`config.mk`:
```
export PLATFORM = sky130hd
export DESIGN_NAME = spi_fifo_master
export DESIGN_NICKNAME = d
export VERILOG_FILES = /design/src/rtl/spim_pkg.sv /design/src/rtl/spim_fifo.sv /design/src/rtl/spim_shifter.sv /design/src/rtl/spi_fifo_master.sv
export SDC_FILE = /design/constraint.sdc
export NUM_CORES = 1
export LEC_CHECK = 0
export ABC_CLOCK_PERIOD_IN_PS = 2700
export CORE_MARGIN = 2
export CORE_UTILIZATION = 53
export DETAILED_ROUTE_END_ITERATION = 8
export PLACE_DENSITY = 0.79
export REMOVE_ABC_BUFFERS = 1
export SLEW_MARGIN = 20
export SYNTH_ARGS = -nofsm -noshare
export SYNTH_HDL_FRONTEND = slang
export SYNTH_SLANG_ARGS = --single-unit
```
`constraint.sdc`:
```
create_clock -name clk -period 2.7 [get_ports clk]
set_input_delay 0.54 -clock clk [delete_from_list [all_inputs] [get_ports clk]]
set_output_delay 0.54 -clock clk [all_outputs]
set_load 0.02 [all_outputs]
```
`src/rtl/spim_pkg.sv`:
```
`timescale 1ns/1ps
package spim_pkg;
   typedef enum logic [1:0] {
      MODE_CFG = 2'b01,
      MODE_RUN = 2'b10
   } spim_mode_e;

   localparam logic [4:0] A_MODE = 5'h00;
   localparam logic [4:0] A_CTL0 = 5'h04;
   localparam logic [4:0] A_CTL1 = 5'h08;
   localparam logic [4:0] A_STAT = 5'h14;
   localparam logic [4:0] A_DATA = 5'h18;

   localparam int WORD_W = 16;
endpackage

```
`src/rtl/spim_fifo.sv`:
```
`timescale 1ns/1ps
module spim_fifo #(
   parameter int W     = 16,
   parameter int DEPTH = 4
) (
   input  logic                         clk,
   input  logic                         rst_n,
   input  logic                         clr,
   input  logic                         push,
   input  logic [W-1:0]                 din,
   input  logic                         pop,
   output logic [W-1:0]                 dout,
   output logic [$clog2(DEPTH+1)-1:0]   count,
   output logic                         empty
);
   localparam int PW = (DEPTH > 1) ? $clog2(DEPTH) : 1;
   localparam int CW = $clog2(DEPTH + 1);

   logic [W-1:0]  mem [DEPTH];
   logic [PW-1:0] rd_ptr, wr_ptr, rd_nx, wr_nx;
   logic [CW-1:0] count_q;
   logic          full, do_push, do_pop;

   assign empty   = (count_q == '0);
   assign full    = (count_q == CW'(DEPTH));
   assign do_pop  = pop && !empty;
   assign do_push = push && (!full || do_pop);
   assign dout    = mem[rd_ptr];
   assign count   = count_q;

   generate
      if ((1 << PW) == DEPTH) begin : g_pow2
         assign rd_nx = rd_ptr + 1'b1;
         assign wr_nx = wr_ptr + 1'b1;
      end else begin : g_wrap
         assign rd_nx = (rd_ptr == PW'(DEPTH - 1)) ? '0 : rd_ptr + 1'b1;
         assign wr_nx = (wr_ptr == PW'(DEPTH - 1)) ? '0 : wr_ptr + 1'b1;
      end
   endgenerate

   always_ff @(posedge clk) begin
      if (do_push && !clr) mem[wr_ptr] <= din;
   end

   always_ff @(posedge clk or negedge rst_n) begin
      if (!rst_n) begin
         rd_ptr  <= '0;
         wr_ptr  <= '0;
         count_q <= '0;
      end else if (clr) begin
         rd_ptr  <= '0;
         wr_ptr  <= '0;
         count_q <= '0;
      end else begin
         if (do_push) wr_ptr <= wr_nx;
         if (do_pop)  rd_ptr <= rd_nx;
         case ({do_push, do_pop})
            2'b10:   count_q <= count_q + 1'b1;
            2'b01:   count_q <= count_q - 1'b1;
            default: count_q <= count_q;
         endcase
      end
   end

   // occupancy never exceeds the depth
   a_r4_never_over: assert property (@(posedge clk) disable iff (!rst_n)
      count_q <= CW'(DEPTH));

   // a push into a full queue without a pop is dropped
   a_r4_full_drop: assert property (@(posedge clk) disable iff (!rst_n)
      (push && !pop && full && !clr) |=> (count_q == CW'(DEPTH)));

   // a clear empties the queue
   a_r3_clear_empties: assert property (@(posedge clk) disable iff (!rst_n)
      clr |=> (count_q == '0));
endmodule

```
`src/rtl/spim_shifter.sv`:
```
`timescale 1ns/1ps
module spim_shifter #(
   parameter int DIV_W  = 8,
   parameter int WORD_W = 16
) (
   input  logic              clk,
   input  logic              rst_n,
   input  logic              en,
   input  logic              cpol,
   input  logic              cpha,
   input  logic              msb_first,
   input  logic              wide,
   input  logic [DIV_W-1:0]  div,
   input  logic              tx_valid,
   input  logic [WORD_W-1:0] tx_word,
   output logic              tx_pop,
   output logic              rx_push,
   output logic [WORD_W-1:0] rx_word,
   output logic              busy,
   output logic              sck,
   output logic              mosi,
   input  logic              miso
);
   localparam int BIT_W = $clog2(WORD_W);
   localparam int HALF  = WORD_W / 2;

   logic              busy_q, lvl_q, first_q;
   logic [DIV_W-1:0]  cnt_q, half;
   logic [BIT_W-1:0]  bit_q, last_bit;
   logic [WORD_W-1:0] tx_sr, rx_sr, tx_shift, rx_in, rx_full;
   logic [DIV_W:0]    period;
   logic              lead, trail, done;

   assign period   = {1'b0, div} + 1'b1;
   assign half     = period[DIV_W:1];
   assign lead     = busy_q && (cnt_q == '0);
   assign trail    = busy_q && (cnt_q == half);
   assign last_bit = wide ? BIT_W'(WORD_W - 1) : BIT_W'(HALF - 1);
   assign done     = trail && (bit_q == last_bit);

   assign tx_shift = msb_first ? (tx_sr << 1) : (tx_sr >> 1);
   assign rx_in    = msb_first ? {rx_sr[WORD_W-2:0], miso} : {miso, rx_sr[WORD_W-1:1]};
   assign rx_full  = cpha ? rx_in : rx_sr;

   always_comb begin
      if (wide)           rx_word = rx_full;
      else if (msb_first) rx_word = {{HALF{1'b0}}, rx_full[HALF-1:0]};
      else                rx_word = {{HALF{1'b0}}, rx_full[WORD_W-1:HALF]};
   end

   assign tx_pop  = en && !busy_q && tx_valid;
   assign rx_push = en && done;
   assign busy    = busy_q;
   assign sck     = cpol ^ lvl_q;
   assign mosi    = msb_first ? (wide ? tx_sr[WORD_W-1] : tx_sr[HALF-1]) : tx_sr[0];

   always_ff @(posedge clk or negedge rst_n) begin
      if (!rst_n) begin
         busy_q  <= 1'b0;
         lvl_q   <= 1'b0;
         first_q <= 1'b0;
         cnt_q   <= '0;
         bit_q   <= '0;
         tx_sr   <= '0;
         rx_sr   <= '0;
      end else if (!en) begin
         busy_q <= 1'b0;
         lvl_q  <= 1'b0;
      end else if (!busy_q) begin
         if (tx_valid) begin
            busy_q  <= 1'b1;
            cnt_q   <= '0;
            bit_q   <= '0;
            first_q <= 1'b1;
            tx_sr   <= tx_word;
            rx_sr   <= '0;
         end
      end else begin
         cnt_q <= (cnt_q == div) ? '0 : cnt_q + 1'b1;
         if (lead) begin
            lvl_q   <= 1'b1;
            first_q <= 1'b0;
            if (!cpha)        rx_sr <= rx_in;
            else if (!first_q) tx_sr <= tx_shift;
         end
         if (trail) begin
            lvl_q <= 1'b0;
            if (!cpha) tx_sr <= tx_shift;
            else       rx_sr <= rx_in;
            bit_q <= bit_q + 1'b1;
            if (done) busy_q <= 1'b0;
         end
      end
   end

   // leaving run mode stops the engine and parks the clock
   a_r12_abort_stops: assert property (@(posedge clk) disable iff (!rst_n)
      !en |=> (!busy_q && (sck == cpol)));

   // the divider counter stays inside one serial period
   a_r7_cnt_in_period: assert property (@(posedge clk) disable iff (!rst_n)
      busy_q |-> (cnt_q <= div));

   // sck rests at the polarity level between words
   a_r8_idle_level: assert property (@(posedge clk) disable iff (!rst_n)
      !busy_q |-> (sck == cpol));

   // taking a word from the queue starts a transfer
   a_r13_pop_starts: assert property (@(posedge clk) disable iff (!rst_n)
      tx_pop |=> busy_q);
endmodule

```
`src/rtl/spi_fifo_master.sv`:
```
`timescale 1ns/1ps
module spi_fifo_master #(
   parameter int FIFO_DEPTH = 4,
   parameter int DIV_W      = 8
) (
   input  logic        clk,
   input  logic        rst_n,
   input  logic [4:0]  reg_addr,
   input  logic        reg_wr,
   input  logic [31:0] reg_wdata,
   input  logic        reg_rd,
   output logic [31:0] reg_rdata,
   output logic        sck,
   output logic        mosi,
   input  logic        miso,
   output logic        irq
);
   import spim_pkg::*;

   localparam int CNT_W = $clog2(FIFO_DEPTH + 1);
   localparam logic [DIV_W-1:0] DIV_MAX = '1;

   initial begin : elab_chk
      a_depth_range: assert (FIFO_DEPTH >= 2 && FIFO_DEPTH <= 7)
         else $error("FIFO_DEPTH must fit the 3-bit status count");
      a_div_range: assert (DIV_W >= 2 && DIV_W <= 8)
         else $error("DIV_W must fit the 8-bit divider field");
   end

   spim_mode_e       mode_q;
   logic             cpol_q, cpha_q, msbf_q, rxie_q, wide_q;
   logic [1:0]       thr_q;
   logic [DIV_W-1:0] div_q, div_new;
   logic             wr_mode, wr_c0, wr_c1, wr_data, rd_data, is_cfg, clr;
   logic             tx_pop, tx_empty, rx_push, rx_empty, busy, rx_th;
   logic [15:0]      tx_word, rx_word, rx_head;
   logic [CNT_W-1:0] tx_cnt, rx_cnt;
   logic [7:0]       div_fld;
   logic [31:0]      stat;
   logic             unused_wdata;

   assign unused_wdata = ^reg_wdata[31:16];

   assign wr_mode = reg_wr && (reg_addr == A_MODE);
   assign wr_c0   = reg_wr && (reg_addr == A_CTL0);
   assign wr_c1   = reg_wr && (reg_addr == A_CTL1);
   assign wr_data = reg_wr && (reg_addr == A_DATA);
   assign rd_data = reg_rd && (reg_addr == A_DATA);
   assign is_cfg  = (mode_q == MODE_CFG);
   assign clr     = wr_mode && reg_wdata[0];
   assign div_fld = reg_wdata[15:8];

   always_comb begin
      if (div_fld == 8'd0)                 div_new = DIV_W'(1);
      else if ({24'd0, div_fld} > 32'(DIV_MAX)) div_new = DIV_MAX;
      else                                 div_new = div_fld[DIV_W-1:0];
   end

   always_ff @(posedge clk or negedge rst_n) begin
      if (!rst_n) begin
         mode_q <= MODE_CFG;
         cpol_q <= 1'b0;
         cpha_q <= 1'b0;
         msbf_q <= 1'b0;
         rxie_q <= 1'b0;
         thr_q  <= 2'd0;
         wide_q <= 1'b0;
         div_q  <= DIV_W'(1);
      end else begin
         if (wr_mode && (reg_wdata[7:6] == 2'b01)) mode_q <= MODE_CFG;
         if (wr_mode && (reg_wdata[7:6] == 2'b10)) mode_q <= MODE_RUN;
         if (wr_c0) begin
            thr_q  <= reg_wdata[13:12];
            rxie_q <= reg_wdata[9];
            if (is_cfg) begin
               cpol_q <= reg_wdata[0];
               cpha_q <= reg_wdata[1];
               msbf_q <= reg_wdata[2];
            end
         end
         if (wr_c1 && is_cfg) begin
            div_q  <= div_new;
            wide_q <= (reg_wdata[7:0] == 8'd16);
         end
      end
   end

   spim_fifo #(.W(16), .DEPTH(FIFO_DEPTH)) i_tx_fifo (
      .clk(clk), .rst_n(rst_n), .clr(clr),
      .push(wr_data), .din(reg_wdata[15:0]),
      .pop(tx_pop), .dout(tx_word),
      .count(tx_cnt), .empty(tx_empty)
   );

   spim_fifo #(.W(16), .DEPTH(FIFO_DEPTH)) i_rx_fifo (
      .clk(clk), .rst_n(rst_n), .clr(clr),
      .push(rx_push), .din(rx_word),
      .pop(rd_data), .dout(rx_head),
      .count(rx_cnt), .empty(rx_empty)
   );

   spim_shifter #(.DIV_W(DIV_W), .WORD_W(16)) i_shifter (
      .clk(clk), .rst_n(rst_n), .en(mode_q == MODE_RUN),
      .cpol(cpol_q), .cpha(cpha_q), .msb_first(msbf_q), .wide(wide_q),
      .div(div_q), .tx_valid(!tx_empty), .tx_word(tx_word), .tx_pop(tx_pop),
      .rx_push(rx_push), .rx_word(rx_word), .busy(busy),
      .sck(sck), .mosi(mosi), .miso(miso)
   );

   assign rx_th = ({{(32-CNT_W){1'b0}}, rx_cnt} >= ({30'd0, thr_q} + 32'd1));
   assign irq   = rx_th && rxie_q;

   always_comb begin
      stat        = '0;
      stat[14]    = rx_th;
      stat[13:11] = 3'(tx_cnt);
      stat[10:8]  = 3'(rx_cnt);
      stat[2]     = !busy && tx_empty;
   end

   always_comb begin
      case (reg_addr)
         A_MODE:  reg_rdata = {24'd0, mode_q, 6'd0};
         A_CTL0:  reg_rdata = {18'd0, thr_q, 2'd0, rxie_q, 6'd0, msbf_q, cpha_q, cpol_q};
         A_CTL1:  reg_rdata = {16'd0, 8'(div_q), wide_q ? 8'd16 : 8'd8};
         A_STAT:  reg_rdata = stat;
         A_DATA:  reg_rdata = rx_empty ? 32'd0 : {16'd0, rx_head};
         default: reg_rdata = 32'd0;
      endcase
   end

   // control 1 cannot change while running
   a_r5_ctl1_locked: assert property (@(posedge clk) disable iff (!rst_n)
      (wr_c1 && (mode_q == MODE_RUN)) |=> ($stable(div_q) && $stable(wide_q)));

   // the interrupt never fires with an empty receive queue
   a_r11_irq_needs_data: assert property (@(posedge clk) disable iff (!rst_n)
      irq |-> !rx_empty);
endmodule

```
# Word level (Yosys, flattened, before mapping)
# Memories as Yosys holds them, arrays and structs flattened.
# Index checks and enable logic that the tools add are counted.
[totals]
reg_bits = 78
ramBits = 128
out_inout_bits = 35
inputBits = 42
mem_count = 2
word_cells = 169
[op_classes]
n_lt_le_gt_ge = 1
n_mux = 61
bitwise_logic = 1
n_reduce_logical = 48
addsub = 12
n_eq_ne = 23
[memory_table]
columns = ["memory", "words", "width", "read_ports", "rd_ports_with_merged_regs", "write_ports", "line_no", "rtl"]
rows = [
  ["i_rx_fifo.mem", 4, 16, 1, 0, 1, "spim_fifo.sv:19", "logic [W-1:0] mem [DEPTH];"],
  ["i_tx_fifo.mem", 4, 16, 1, 0, 1, "spim_fifo.sv:19", ""],
]
[ops]
columns = ["operator", "n"]
rows = [
  ["$mux 16", 18],
  ["$pmux 16 s5", 1],
  ["$mux 8", 5],
  ["$logic_and 1x1->1", 23],
  ["$mux 2", 10],
  ["$mux 1", 18],
  ["$eq 8x8->1", 2],
  ["$logic_not 8->1", 2],
  ["$mux 4", 4],
  ["$pmux 3 s2", 2],
  ["$eq 5x5->1 const B", 2],
  ["$reduce_bool 2->1", 5],
  ["$add 8x1->9 const B", 1],
  ["$add 2x1->2 const B", 4],
  ["$add 8x1->8 const B", 1],
  ["$eq 2x1->1 const B", 4],
  ["$eq 2x2->1 const B", 4],
  ["$eq 8x5->1 const B", 1],
  ["$add 3x1->3 const B", 2],
  ["$eq 3x3->1 const B", 2],
  ["$logic_not 1->1", 6],
  ["$logic_not 3->1", 2],
  ["$mux 3", 2],
  ["$ne 2x2->1 const B", 3],
  ["16 further kinds", 22],
]

# Logic depth before layout (Yosys ltp)
# Gate-level depths: netlist (run 1).
[logic_depth]
depth_word = 9
mapped_depth = 11
mapped_depth_nobuf = 10

# Hierarchy
# Synthesis (run 1) repeated with hierarchy kept, for this count alone.
[unflattened]
cells_unflattened = 836
hier_area_um2 = 10707.8
[by_module_without_submodules]
columns = ["mod", "area_each_um2", "cells_per_inst", "seq_area_each_um2", "n_inst"]
rows = [
  ["spim_fifo", 2909.0, 147, 2097.0, 2],
  ["spim_shifter", 3573.4, 402, 1176.1, 1],
  ["spi_fifo_master", 1316.3, 140, 427.9, 1],
]

# Least setup slack after synthesis (run 1)
# OpenSTA, ideal clock, no wires.
[synth_path]
kind = "reg2reg"
startpoint = "reg div_q[0]"
endpoint = "mem i_rx_fifo.mem[0][0] (enable)"
synth_period_minus_slack_ns = 2.777
required_ns = 2.326
setup_time_ns = 0.374
path_buffers = 1
arrival_ns = 2.403
stages_incl_launch_ff = 9
setup_slack_ns = -0.077
cell_sequence = "dfstp_2 -> ha_1 -> nand3_1 -> or4b_1 -> nand3_2 -> and3_1 -> buf_6 -> and3_1 -> and2_1"
[synth_between]
elab_chain_cells = 9
[synth_lines]
columns = ["item", "line_no", "rtl"]
rows = [
  ["from (decl)", "spi_fifo_master.sv:33", "logic [DIV_W-1:0] div_q, div_new;"],
  ["from (signal assigned)", "spi_fifo_master.sv:82", "div_q <= div_new;"],
  ["$add 8x1->9", "spim_shifter.sv:34", "assign period = {1'b0, div} + 1'b1;"],
  ["$eq 8x8->1", "spim_shifter.sv:37", "assign trail = busy_q && (cnt_q == half);"],
  ["$logic_and 1x1->1", "spim_shifter.sv:37", ""],
  ["$logic_and 1x1->1", "spim_shifter.sv:39", "assign done = trail && (bit_q == last_bit);"],
  ["$logic_and 1x1->1", "spim_shifter.sv:52", "assign rx_push = en && done;"],
  ["$logic_and 1x1->1", "spim_fifo.sv:27", "assign do_push = push && (!full || do_pop);"],
  ["$logic_and 1x1->1", "spim_fifo.sv:42", "if (do_push && !clr) mem[wr_ptr] <= din;"],
  ["$mux 1", "spim_fifo.sv:42", ""],
  ["$mux 1 (implied by the code)", "spim_fifo.sv:42", ""],
  ["to (decl)", "spim_fifo.sv:19", ""],
]
# Every way passes these cells.

# Worst setup path after layout (run 1)
[layout_path]
startpoint = "reg thr_q[0]"
endpoint = "out reg_rdata[14]"
[layout_between]
elab_chain_cells = 3
[layout_lines]
columns = ["item", "line_no", "rtl"]
rows = [
  ["from (decl)", "spi_fifo_master.sv:32", "logic [1:0] thr_q;"],
  ["from (signal assigned)", "spi_fifo_master.sv:73", "thr_q <= reg_wdata[13:12];"],
  ["$add 2x1->3", "spi_fifo_master.sv:110", "assign rx_th = ({{(32-CNT_W){1'b0}}, rx_cnt} >= ({30'd0, thr_q} + 32'd1));"],
  ["$ge 3x3->1", "spi_fifo_master.sv:110", ""],
  ["$pmux 16 s5", "spi_fifo_master.sv:122", "case (reg_addr)"],
  ["to (decl)", "spi_fifo_master.sv:12", "output logic [31:0] reg_rdata,"],
]
# Every way passes these cells.

==> impl_metrics.sql, run 1 <==
INSERT INTO impl_metrics (metric_group, metric, value, unit) VALUES
('worst_hold_path', 'timing.hold.worst.class', 'input pin to asynchronous set/reset pin', ''),
('drt', 'detailedRoute.firstPassIterationCount', '5', ''),
('critical_path', 'timing.critical_path.arrival', '2.11', 'ns'),
('clocking', 'tritoncts', 'done', ''),
('logic_synthesis', 'ys_ff_latch', '206', ''),
('power', 'power-per-cell-area', '866.8', 'nW/um^2'),
('finish', 'design_area', '12190', 'sq um'),
('power', 'peakVddDrop', '0.6788', 'mV'),
('die', 'core-area', '18830', 'sq um'),
('timing', 'final.hold.worst_slack', '0.04316', 'ns'),
('die', 'floorplan.initialDensity', '0.5449', ''),
('placement', 'gp_routability_congestion', '0.8495', ''),
('timing', 'max_clock_freq', '377.8', 'MHz'),
('timing', 'final.min_clock_period', '2.647', 'ns'),
('logic_synthesis', 'synth-edff-count', '128', ''),
('logic_synthesis', 'yosys.area.top_type_share', '0.3746', ''),
('drt', 'drt_initial_violations', '324', ''),
('logic_synthesis', 'synth_area_leaders', 'edfxtp_1 37%, dfrtp_1 19%, mux2i_1 7.3%', ''),
('placement', 'post-dp-hpwl', '16.08', 'mm'),
('run', 'drv.max_cap_violation_count', '0', ''),
('logic_synthesis', 'synth_ff_type', 'edfxtp_1', ''),
('critical_path', 'end_kind', 'primary output', ''),
('timing', 'rsz0062_at_grt', 'yes', ''),
('critical_path', 'cp.required', '2.16', 'ns'),
('timing', 'post-route-period-util', '0.9804', ''),
('placement', 'dp_slack', '-0.6490', 'ns'),
('critical_path', 'worstSetupPathType', 'flop to primary output', ''),
('logic_synthesis', 'synth_warnings', '0', ''),
('timing', 'setup_violations', '0', ''),
('timing', 'fin_worst_skew', '0.01394', 'ns'),
('global_routing', 'gr-total-overflow', '0', ''),
('clocking', 'numCtsBuffers', '21', ''),
('drt', 'route.detailed.vias_per_inst', '5.815', ''),
('logic_synthesis', 'synth_area', '10260', 'sq um'),
('power', 'cellLeakagePower', '0.004824', 'uW'),
('global_routing', 'pin_count_of_the_biggest_net_entering_global_routing', '41', ''),
('clocking', 'clock_latency', '0.49', 'ns'),
('placement', 'placed_area', '11380', 'sq um'),
('finish', 'layout-area-overhead-vs-synth', '18.79', '%'),
('clocking', 'cts-hold-fix-buffers', '0', ''),
('die', 'dieArea', '20490', 'sq um'),
('drt', 'drt_wl_total', '23.33', 'mm'),
('critical_path', 'worst_setup_path_start_kind', 'flop', ''),
('timing', 'worst-slew-pin-transition', '0.8477', 'ns'),
('clocking', 'worst_setup_hold_path_clk_slew', '0.06', 'ns'),
('timing', 'setup_ws', '0.05282', 'ns'),
('placement', 'portBuffers', '44', ''),
('die', 'fp.dieH', '143.1', 'um'),
('drt', 'routed_wire_length_per_instance', '20.15', 'um'),
('critical_path', 'timing.critical_path.fanout_max', '4', ''),
('logic_synthesis', 'async_flop_share', '0.3786', ''),
('die', 'fp-row-count', '50', ''),
('drt', 'remaining_drc_errors', '0', ''),
('drt', 'drtAntennaViolNets', '0', ''),
('logic_synthesis', 'synth-seq-area-share', '0.5651', ''),
('critical_path', 'regToRegSetupSlack', '0.06', 'ns'),
('logic_synthesis', 'synth_largest_area_cell', 'edfxtp_1', ''),
('logic_synthesis', 'synth_cell_type_count', '62', ''),
('timing', 'finalMaxSlewViolations', '0', ''),
('clocking', 'clock-root-buffer', 'clkbuf_16', ''),
('finish', 'num-nets-final', '943', ''),
('outcome', 'run_status', 'completed', ''),
('global_routing', 'grt_first_pass_wirelength', '37.07', 'mm'),
('timing', 'final_hold_violation_count', '0', ''),
('die', 'dieWidth', '143.1', 'um'),
('global_routing', 'number_of_antenna_violations_at_the_first_check_in_global_routing', '1', ''),
('clocking', 'clk_path_buf_depth', '3', ''),
('global_routing', 'overall_global_routing_resource_usage', '0.2346', ''),
('logic_synthesis', 'syn_area_per_cell', '13.07', 'sq um'),
('clocking', 'cts_num_sinks', '206', ''),
('logic_synthesis', 'netlist_instances', '785', ''),
('finish', 'fillerInstances', '1355', ''),
('drt', 'vias', '6734', ''),
('clocking', 'htree_num_levels', '1', ''),
('logic_synthesis', 'synthMostInstantiatedCell', 'edfxtp_1', ''),
('logic_synthesis', 'synth_cell_count_leaders', '128 x edfxtp_1, 76 x dfrtp_1, 75 x mux2i_1', ''),
('die', 'io_pins', '77', ''),
('timing', 'max_slew_margin', '0.4328', ''),
('finish', 'final_layout_size_suffix_gt1_frac', '0.2274', ''),
('global_routing', 'number_of_global_route_vias_before_repair', '6797', '');
## repair_timing
action | CTS | global route
cloned | 1 | 1
pin swaps | 3 | 1
setup buffers | 2 | 1
resized for setup | 87 | 11
endpoints found under the setup margin | 18 | 71
## worst paths after layout
path | startpoint | to | cells past startpoint
setup / recovery | thr_q[0]$_DFFE_PN0P_ | reg_rdata[14] | 7
hold / removal | rst_n | i_shifter.tx_sr[5]$_DFFE_PN0P_ | 1
setup reg to reg | div_q[0]$_DFFE_PN1P_ | i_rx_fifo.mem[0][10]$_DFFE_PP_ | 8
hold reg to reg | i_shifter.first_q$_DFFE_PN0P_ | i_shifter.first_q$_DFFE_PN0P_ | 2
max in group asynchronous | rst_n | div_q[0]$_DFFE_PN1P_ | 2
min in group clk | i_shifter.first_q$_DFFE_PN0P_ | i_shifter.first_q$_DFFE_PN0P_ | 2
## worst max-delay path: stages, from the launching register on
cell,delay (ns)
dfrtp_1,0.41
ha_1,0.29
inv_1,0.04
ha_1,0.26
a21o_1,0.13
a21oi_2,0.07
o31ai_1,0.21
buf_2,0.21
## layout make-up
cell class | instances | area [sq um] | area share
antenna | 1 | 2.502 | 0.0002053
clock buffer | 24 | 556.8 | 0.04568
clock inverter | 13 | 221.5 | 0.01817
inverter | 18 | 67.56 | 0.005543
multi-input combinational | 508 | 4116 | 0.3377
sequential | 206 | 5799 | 0.4758
tap | 260 | 325.3 | 0.02669
timing repair buffer | 128 | 1100 | 0.09023
## logic make-up (layout without fill, tap and decap cells)
family / after synthesis / in the layout / synth area share
mux: 121 / 121 / 0.1588
compound gates: 134 / 134 / 0.09499
buf+inv: 86 / 183 / 0.04207
simple gates: 189 / 189 / 0.08974
xor+xnor: 30 / 30 / 0.02561
flops: 206 / 206 / 0.5651
other cells: 1 / 17 / 0.0003655
fa+ha+maj: 18 / 18 / 0.02341
## cells in the final DEF (no fill, tap or decap), drive strengths merged, types with 16 or more instances in the layout
cell / synthesis / final
nand2: 66 / 66
mux4: 32 / 32
edfxtp: 128 / 128
inv: 17 / 17
a21oi: 30 / 30
clkdlybuf4s50: 0 / 21
o2bb2ai: 16 / 16
dfrtp: 76 / 76
buf: 36 / 102
o21ai: 31 / 31
xor2: 23 / 23
ha: 16 / 16
mux2i: 75 / 75
clkbuf: 32 / 24
o22ai: 17 / 17
conb: 1 / 16
nor2: 43 / 43
## stage by stage
stage                     instances    util  power, uW  setup TNS [ns]
after floorplan                 732       -       6275          -12.78
after global placement         1116  0.6045       7249          -21.91
after detailed placement       1116  0.6045       7359          -23.06
after CTS                      1155  0.6445      10610               0
after global routing           1158  0.6473      11130         -0.7269
final                          1158  0.6473      10570               0
## report_power, final
group	total, uW	internal, uW	switching [uW]
clock network	3250	2060	1200
registers	4480	3900	580
logic	2840	1400	1430
## flip-flops by register name, indices dropped and copies added, names as in the netlist, 2 cells and up
register	count
div_q	8
i_rx_fifo.count	3
i_rx_fifo.mem	64
i_rx_fifo.rd_ptr	2
i_rx_fifo.wr_ptr	2
i_shifter.bit_q	4
i_shifter.cnt_q	8
i_shifter.rx_sr	16
i_shifter.tx_sr	16
i_tx_fifo.count	3
i_tx_fifo.mem	64
i_tx_fifo.rd_ptr	2
i_tx_fifo.wr_ptr	2
mode_q	2
thr_q	2
## layer usage
layer  GRT usage  vias to the layer above  share of wire
met1      0.3122                     3372           0.42
met5           0                        -              0
li1            -                     3105              -
met4     0.06774                        0          0.027
met2      0.4059                      219           0.50
met3     0.03085                       38          0.056
Power figures use the tool's default switching activity.
==> run 2, diff against run 1 <==
--- a/constraint.sdc
+++ b/constraint.sdc
@@ -3,2 +3,2 @@
 set_output_delay 0.54 -clock clk [all_outputs]
-set_load 0.02 [all_outputs]
+set_load 0.1 [all_outputs]
==> impl_metrics.sql, run 2 (synthesized netlist as in run 1, its figures left out) <==
INSERT INTO impl_metrics (metric_group, metric, value, unit) VALUES
('drt', 'drt_initial_violations', '432', ''),
('timing', 'max_clock_freq', '363.1', 'MHz'),
('power', 'peakVddDrop', '0.7051', 'mV'),
('power', 'netSwitchingPower', '3567', 'uW'),
('outcome', 'run_status', 'finished with violations', ''),
('drt', 'detailedRoute.firstPassIterationCount', '5', ''),
('critical_path', 'timing.critical_path.cells', 'ha_1, inv_1, ha_1, a21o_1, a21oi_2, nor2b_1, buf_12', ''),
('power', 'combinationalPowerShare', '0.304', ''),
('die', 'fp-row-count', '50', ''),
('finish', 'design_area', '12600', 'sq um'),
('drt', 'route.detailed.vias_per_inst', '5.952', ''),
('clocking', 'htree_num_levels', '1', ''),
('drt', 'remaining_drc_errors', '0', ''),
('die', 'core-area', '18830', 'sq um'),
('drt', 'drtAntennaViolNets', '0', ''),
('power', 'power-per-cell-area', '848.2', 'nW/um^2'),
('clocking', 'cts_num_sinks', '206', ''),
('timing', 'rsz0062_at_grt', 'yes', ''),
('outcome', 'violations', 'setup timing', ''),
('timing', 'post-route-period-util', '1.020', ''),
('global_routing', 'gr-total-overflow', '0', ''),
('critical_path', 'critical-path-top-cell-by-count', 'ha_1', ''),
('global_routing', 'grt_first_pass_wirelength', '38.18', 'mm'),
('critical_path', 'worst_setup_path_start_kind', 'flop', ''),
('finish', 'most_frequent_cells_in_the_layout', '128 x edfxtp_1, 75 x mux2i_1, 75 x buf_4', ''),
('finish', 'multi_input_area', '4192', 'sq um'),
('finish', 'reg_top3', 'i_rx_fifo.mem (64), i_tx_fifo.mem (64)', ''),
('finish', 'post-route-util', '0.6689', ''),
('critical_path', 'critical_path.slowest_cell', 'dfrtp_1', ''),
('timing', 'setup_violations', '3', ''),
('worst_hold_path', 'timing.hold.worst.class', 'input pin to asynchronous set/reset pin', ''),
('critical_path', 'timing.critical_path.fanout_max', '4', ''),
('run', 'drv.max_cap_violation_count', '0', ''),
('die', 'io_pins', '77', ''),
('finish', 'layout-area-overhead-vs-synth', '22.75', '%'),
('clocking', 'clock-root-buffer', 'clkbuf_16', ''),
('timing', 'worst-slew-pin-transition', '0.9127', 'ns'),
('clocking', 'tritoncts', 'done', ''),
('power', 'seqPwrFrac', '0.421', ''),
('timing', 'setup_ws', '-0.05420', 'ns'),
('die', 'dieWidth', '143.1', 'um'),
('clocking', 'clk_path_buf_depth', '3', ''),
('timing', 'finalMaxSlewViolations', '0', ''),
('finish', 'fillerInstances', '1276', ''),
('finish', 'antenna_cells', '0', ''),
('global_routing', 'number_of_antenna_violations_at_the_first_check_in_global_routing', '0', ''),
('finish', 'layout.cells.most_common', 'edfxtp_1', ''),
('timing', 'max_slew_margin', '0.3893', ''),
('critical_path', 'critical-path-max-stage-delay', '0.41', 'ns'),
('power', 'internal_power', '7117', 'uW'),
('placement', 'portBuffers', '44', ''),
('critical_path', 'count_of_buffering_cells_on_the_critical_path_with_inverters_included', '2', ''),
('placement', 'placed_area', '11550', 'sq um'),
('clocking', 'worst_setup_hold_path_clk_slew', '0.06', 'ns'),
('clocking', 'clock_latency', '0.51', 'ns'),
('critical_path', 'worstSetupPathType', 'flop to primary output', ''),
('clocking', 'numCtsBuffers', '22', ''),
('global_routing', 'overall_global_routing_resource_usage', '0.2439', ''),
('finish', 'final_layout_size_suffix_gt1_frac', '0.2569', ''),
('timing', 'fin_worst_skew', '0.02183', 'ns'),
('timing', 'final.min_clock_period', '2.754', 'ns'),
('timing', 'final_hold_violation_count', '0', ''),
('die', 'fp.dieH', '143.1', 'um'),
('critical_path', 'timing.critical_path.arrival', '2.21', 'ns'),
('drt', 'routed_wire_length_per_instance', '21.32', 'um'),
('timing', 'final.hold.worst_slack', '0.001791', 'ns'),
('critical_path', 'end_kind', 'primary output', ''),
('die', 'floorplan.initialDensity', '0.5449', ''),
('global_routing', 'pin_count_of_the_biggest_net_entering_global_routing', '49', ''),
('finish', 'num-nets-final', '951', ''),
('critical_path', 'cp.required', '2.16', 'ns'),
('critical_path', 'cpLargestDelayFamily', 'adder cells', ''),
('finish', 'seq_area', '5803', 'sq um'),
('power', 'power.share.clock', '0.275', ''),
('global_routing', 'number_of_global_route_vias_before_repair', '6972', ''),
('power', 'cellLeakagePower', '0.004918', 'uW'),
('clocking', 'cts-hold-fix-buffers', '0', ''),
('placement', 'post-dp-hpwl', '16.40', 'mm'),
('power', 'sw_share', '0.3339', ''),
('die', 'dieArea', '20490', 'sq um'),
('drt', 'vias', '6946', ''),
('placement', 'gp_routability_congestion', '0.8841', ''),
('drt', 'drt_wl_total', '24.89', 'mm');
-- run 2: final timing paths --
| path | from | to | slack (ns) | cells after the start |
|---|---|---|---|---|
| max in group asynchronous | rst_n | mode_q[0]$_DFFE_PN1P_ | 2.00 | 2 |
| setup reg to reg | div_q[0]$_DFFE_PN1P_ | i_rx_fifo.mem[0][4]$_DFFE_PP_ | 0.07 | 8 |
| setup / recovery | thr_q[0]$_DFFE_PN0P_ | irq | -0.05 | 7 |
| min in group clk | thr_q[1]$_DFFE_PN0P_ | thr_q[1]$_DFFE_PN0P_ | 0.55 | 1 |
| hold reg to reg | thr_q[1]$_DFFE_PN0P_ | thr_q[1]$_DFFE_PN0P_ | 0.55 | 1 |
| hold / removal | rst_n | i_shifter.tx_sr[5]$_DFFE_PN0P_ | 0.002 | 1 |
-- run 2: area by class of cell --
class                           instances  share of cell area
Timing Repair Buffer                  135              0.1190
Clock inverter                         12            0.007549
Multi-Input combinational cell        508              0.3328
Inverter                               18            0.005364
Sequential cell                       206              0.4607
Clock buffer                           28             0.04877
Tap cell                              260             0.02583
-- run 2: power groups by stage --
stage | Sequential [uW] | Clock (uW) | Combinational [uW]
3_3_place_gp | 4520 | 0 | 2940
2_1_floorplan | 4430 | 0 | 2100
4_1_cts | 4480 | 2980 | 3190
5_1_grt | 4570 | 3100 | 3520
6_report | 4500 | 2940 | 3250
3_5_place_dp | 4550 | 0 | 3040
-- run 2: timing repair --
| item | 4_1_cts | 5_1_grt |
|---|---|---|
| gates cloned | 1 | 1 |
| gates resized for setup | 32 | 21 |
| buffers inserted | 14 | 4 |
| hold endpoints to repair | 0 | 0 |
| setup endpoints to repair | 81 | 80 |
| pin swaps | 4 | 10 |
-- run 2: per-layer routing --
layer,global-route usage,vias up,part of all wire
met5,0,-,0
met4,0.08181,0,0.033
met3,0.03588,65,0.052
met2,0.4251,254,0.51
met1,0.3140,3489,0.40
li1,-,3138,-
-- run 2: metrics by stage --
step                setup TNS [ns]  setup slack (ns)  cells  total power [uW]
finish                    -0.09757          -0.05420   1167             10680
detailed placement          -32.58           -0.4277   1108              7592
global route               -0.3090          -0.09271   1167             11180
global placement            -30.83           -0.4069   1108              7458
floorplan                   -18.85            -1.609    732              6530
CTS                        -0.1829           -0.1445   1162             10650
==> run 3, diff against run 2 <==
- CORE_UTILIZATION: 53 -> 54
- PLACE_DENSITY: 0.79 -> 0.8
- SYNTH_HIERARCHICAL: not set -> 1
==> impl_metrics.sql, run 3 <==
INSERT INTO impl_metrics (metric_group, metric, value, unit) VALUES
('timing', 'worst-slew-pin-transition', '0.9122', 'ns'),
('critical_path', 'cpLargestDelayFamily', 'simple AND/OR/NAND/NOR gates', ''),
('finish', 'fillerInstances', '1290', ''),
('die', 'dieWidth', '144.8', 'um'),
('critical_path', 'critical_path.slowest_cell', 'dfstp_2', ''),
('clocking', 'clk_path_buf_depth', '3', ''),
('timing', 'max_clock_freq', '321.5', 'MHz'),
('logic_synthesis', 'synthMostInstantiatedCell', 'edfxtp_1', ''),
('global_routing', 'gr-total-overflow', '0', ''),
('finish', 'final_layout_size_suffix_gt1_frac', '0.3185', ''),
('critical_path', 'timing.critical_path.arrival', '3.52', 'ns'),
('clocking', 'worst_setup_hold_path_clk_slew', '0.07', 'ns'),
('finish', 'layout-area-overhead-vs-synth', '24.41', '%'),
('global_routing', 'pin_count_of_the_biggest_net_entering_global_routing', '65', ''),
('run', 'drv.max_cap_violation_count', '0', ''),
('power', 'power', '8739', 'uW'),
('timing', 'post-route-period-util', '1.152', ''),
('logic_synthesis', 'yosys.area.top_type_share', '0.3590', ''),
('global_routing', 'number_of_global_route_vias_before_repair', '7896', ''),
('drt', 'drt_wl_total', '27.88', 'mm'),
('power', 'power.share.clock', '0.340', ''),
('power', 'cellLeakagePower', '0.005095', 'uW'),
('finish', 'num-nets-final', '1030', ''),
('critical_path', 'worst_setup_path_start_kind', 'flop', ''),
('logic_synthesis', 'synth-edff-count', '128', ''),
('logic_synthesis', 'synth_fa_ha_area_frac', '0.02244', ''),
('timing', 'final.min_clock_period', '3.110', 'ns'),
('outcome', 'violations', 'setup timing', ''),
('placement', 'gp_routability_congestion', '0.8902', ''),
('drt', 'drtAntennaViolNets', '0', ''),
('critical_path', 'cp.required', '3.11', 'ns'),
('critical_path', 'count_of_buffering_cells_on_the_critical_path_with_inverters_included', '1', ''),
('global_routing', 'overall_global_routing_resource_usage', '0.2676', ''),
('clocking', 'numCtsBuffers', '22', ''),
('logic_synthesis', 'synth_warnings', '6', ''),
('power', 'netSwitchingPower', '2477', 'uW'),
('timing', 'final.hold.worst_slack', '0.1331', 'ns'),
('logic_synthesis', 'synth-seq-area-share', '0.5415', ''),
('power', 'seqPwrFrac', '0.428', ''),
('power', 'internal_power', '6263', 'uW'),
('critical_path', 'end_kind', 'flop', ''),
('worst_hold_path', 'timing.hold.worst.class', 'input pin to asynchronous set/reset pin', ''),
('drt', 'routed_wire_length_per_instance', '22.27', 'um'),
('logic_synthesis', 'synth_ff_type', 'edfxtp_1', ''),
('logic_synthesis', 'synth_xor_area_frac', '0.02138', ''),
('logic_synthesis', 'ys_ff_latch', '206', ''),
('logic_synthesis', 'muxShareOfSynthArea', '0.1221', ''),
('placement', 'dp_slack', '-0.7098', 'ns'),
('outcome', 'run_status', 'finished with violations', ''),
('critical_path', 'timing.critical_path.cells', 'ha_4, buf_6, a41oi_2, nor3_2, nand3_2, nor3_4, nand4_1, nor2_2, nand2b_4, nor2_4, fa_2, or4_1, a31oi_1', ''),
('timing', 'setup_ws', '-0.4102', 'ns'),
('critical_path', 'timing.critical_path.from', 'div_q[0]$_DFFE_PN1P_', ''),
('logic_synthesis', 'synth_compound_area_frac', '0.1248', ''),
('power', 'sw_share', '0.2834', ''),
('die', 'floorplan.initialDensity', '0.5502', ''),
('die', 'io_pins', '77', ''),
('logic_synthesis', 'post_synth_and_or_nand_nor_area_fraction', '0.1118', ''),
('die', 'fp.dieH', '144.8', 'um'),
('logic_synthesis', 'synth_top_family_by_area', 'compound AO/OA/AOI/OAI gates', ''),
('finish', 'layout.cells.most_common', 'edfxtp_1', ''),
('critical_path', 'regToRegSetupSlack', '-0.41', 'ns'),
('logic_synthesis', 'syn_area_per_cell', '12.81', 'sq um'),
('critical_path', 'worstSetupEndpoint', 'i_rx_fifo/count[2]$_DFFE_PN0P_', ''),
('placement', 'post-dp-hpwl', '17.93', 'mm'),
('timing', 'rsz0062_at_grt', 'yes', ''),
('logic_synthesis', 'synth_largest_area_cell', 'edfxtp_1', ''),
('global_routing', 'number_of_antenna_violations_at_the_first_check_in_global_routing', '1', ''),
('timing', 'finalMaxSlewViolations', '0', ''),
('drt', 'route.detailed.vias_per_inst', '6.212', ''),
('drt', 'detailedRoute.firstPassIterationCount', '5', ''),
('drt', 'remaining_drc_errors', '0', ''),
('logic_synthesis', 'netlist_instances', '836', ''),
('power', 'power-per-cell-area', '656.0', 'nW/um^2'),
('finish', 'reg_top3', 'i_rx_fifo/mem (64), i_tx_fifo/mem (64)', ''),
('global_routing', 'grt_first_pass_wirelength', '42.63', 'mm'),
('critical_path', 'timing.critical_path.fanout_max', '6', ''),
('clocking', 'cts_num_sinks', '206', ''),
('critical_path', 'r2r-end', 'i_rx_fifo/count[2]$_DFFE_PN0P_', ''),
('drt', 'drt_initial_violations', '574', ''),
('timing', 'final_hold_violation_count', '0', ''),
('die', 'fp-row-count', '51', ''),
('clocking', 'clock-root-buffer', 'clkbuf_16', ''),
('critical_path', 'worstSetupPathType', 'flop to flop', ''),
('timing', 'tns', '-20.75', 'ns'),
('power', 'combinationalPowerShare', '0.233', ''),
('timing', 'setup_violations', '77', ''),
('power', 'peakVddDrop', '0.6056', 'mV'),
('logic_synthesis', 'synth_area', '10710', 'sq um'),
('critical_path', 'critical-path-max-stage-delay', '0.57', 'ns'),
('clocking', 'htree_num_levels', '1', ''),
('clocking', 'tritoncts', 'done', ''),
('finish', 'design_area', '13320', 'sq um'),
('placement', 'placed_area', '12160', 'sq um'),
('critical_path', 'worstReg2RegStart', 'div_q[0]$_DFFE_PN1P_', ''),
('die', 'dieArea', '20970', 'sq um'),
('logic_synthesis', 'async_flop_share', '0.3786', ''),
('drt', 'vias', '7777', ''),
('placement', 'portBuffers', '44', ''),
('clocking', 'clock_latency', '0.51', 'ns'),
('logic_synthesis', 'synth_cell_count_leaders', '128 x edfxtp_1, 76 x dfrtp_1, 50 x nand2_1', ''),
('critical_path', 'timing.critical_path.depth', '13', ''),
('logic_synthesis', 'synth_area_leaders', 'edfxtp_1 36%, dfrtp_1 18%, mux4_2 6.7%', ''),
('finish', 'most_frequent_cells_in_the_layout', '128 x edfxtp_1, 114 x buf_4, 73 x dfrtp_1', ''),
('logic_synthesis', 'synth_cell_type_count', '76', ''),
('timing', 'max_slew_margin', '0.3896', ''),
('timing', 'fin_worst_skew', '0.01427', 'ns'),
('die', 'core-area', '19460', 'sq um'),
('critical_path', 'worst_r2r_path_depth', '13', '');
==> run 3: changes by cell type after synthesis, moves of 9 or more <==
cell / before / now
a22oi_1: 4 / 14
a32o_1: 1 / 11
inv_1: 17 / 32
mux2_2: 14 / 29
mux2i_1: 75 / 26
nand2_1: 66 / 50
nand3_1: 10 / 29
nor2_1: 43 / 34
o21ai_0: 29 / 46
o22ai_1: 17 / 2
xor2_1: 23 / 11
==> run 3: worst register-to-register path, cell delays in order (launching register included) <==
cell and delay (ns):
dfstp_2 0.57, ha_4 0.15, buf_6 0.12, a41oi_2 0.11, nor3_2 0.24, nand3_2 0.15
nor3_4 0.20, nand4_1 0.16, nor2_2 0.14, nand2b_4 0.15, nor2_4 0.05, fa_2 0.38
or4_1 0.40, a31oi_1 0.20
==> run 3: worst min path at each step <==
stage	from	endpoint	slack (ns)	depth (start not counted)
2_1_floorplan	rst_n	cpha_q$_DFFE_PN0P_	0.24	0
3_3_place_gp	i_shifter/tx_sr[14]$_DFFE_PN0P_	i_shifter/tx_sr[14]$_DFFE_PN0P_	0.49	1
3_5_place_dp	i_shifter/tx_sr[2]$_DFFE_PN0P_	i_shifter/tx_sr[2]$_DFFE_PN0P_	0.50	1
4_1_cts	rst_n	i_shifter/tx_sr[7]$_DFFE_PN0P_	0.17	1
5_1_grt	rst_n	i_shifter/tx_sr[7]$_DFFE_PN0P_	0.20	1
6_report	rst_n	i_shifter/tx_sr[8]$_DFFE_PN0P_	0.13	1
==> run 3: area by class of cell <==
| cell class | count | area [sq um] | area share |
|---|---|---|---|
| sequential | 206 | 5802 | 0.4355 |
| multi-input combinational | 534 | 4602 | 0.3454 |
| timing repair buffer | 174 | 1754 | 0.1317 |
| clock buffer | 31 | 635.6 | 0.04771 |
| tap | 265 | 331.6 | 0.02489 |
| inverter | 32 | 120.1 | 0.009017 |
| clock inverter | 9 | 73.82 | 0.005541 |
| antenna | 1 | 2.502 | 0.0001878 |
==> run 3: kinds of logic after synthesis <==
| family | Yosys count |
|---|---|
| muxes | 87 |
| and+or+nand+nor | 211 |
| other | 1 |
| AOI/OAI and AO/OA | 178 |
| buffers and inverters | 111 |
| xor gates and xnor gates | 24 |
| adders and majority gates | 18 |
| DFF | 206 |
==> run 3: per-stage QoR <==
| step | util | cells |
|---|---|---|
| after detailed placement | 0.6247 | 1194 |
| after global routing | 0.6843 | 1251 |
| after floorplan | - | 772 |
| after CTS | 0.6781 | 1248 |
| after global placement | 0.6247 | 1194 |
| final | 0.6845 | 1252 |
==> run 3: layer usage <==
layer  vias to the layer above  global-route usage  part of all wire
li1                       3440                   -                 -
met1                      3915              0.3372              0.38
met2                       348              0.4623              0.51
met3                        74             0.04344             0.069
met4                         0              0.1094             0.036
met5                         -                   0                 0
==> run 3: timing repair <==
item | CTS | global route
endpoints found under the setup margin | 102 | 110
setup buffers | 14 | 5
resized for setup | 55 | 18
pin swaps | 28 | 10
hold buffers | 0 | 0
==> run 3: power by group through the flow <==
| stage | combinational, uW | clock, uW | sequential, uW |
|---|---|---|---|
| floorplan | 1040 | 0 | 3880 |
| global placement | 1710 | 0 | 3780 |
| detailed placement | 1760 | 0 | 3790 |
| CTS | 1980 | 2990 | 3730 |
| global route | 2170 | 3130 | 3760 |
| finish | 2030 | 2970 | 3740 |
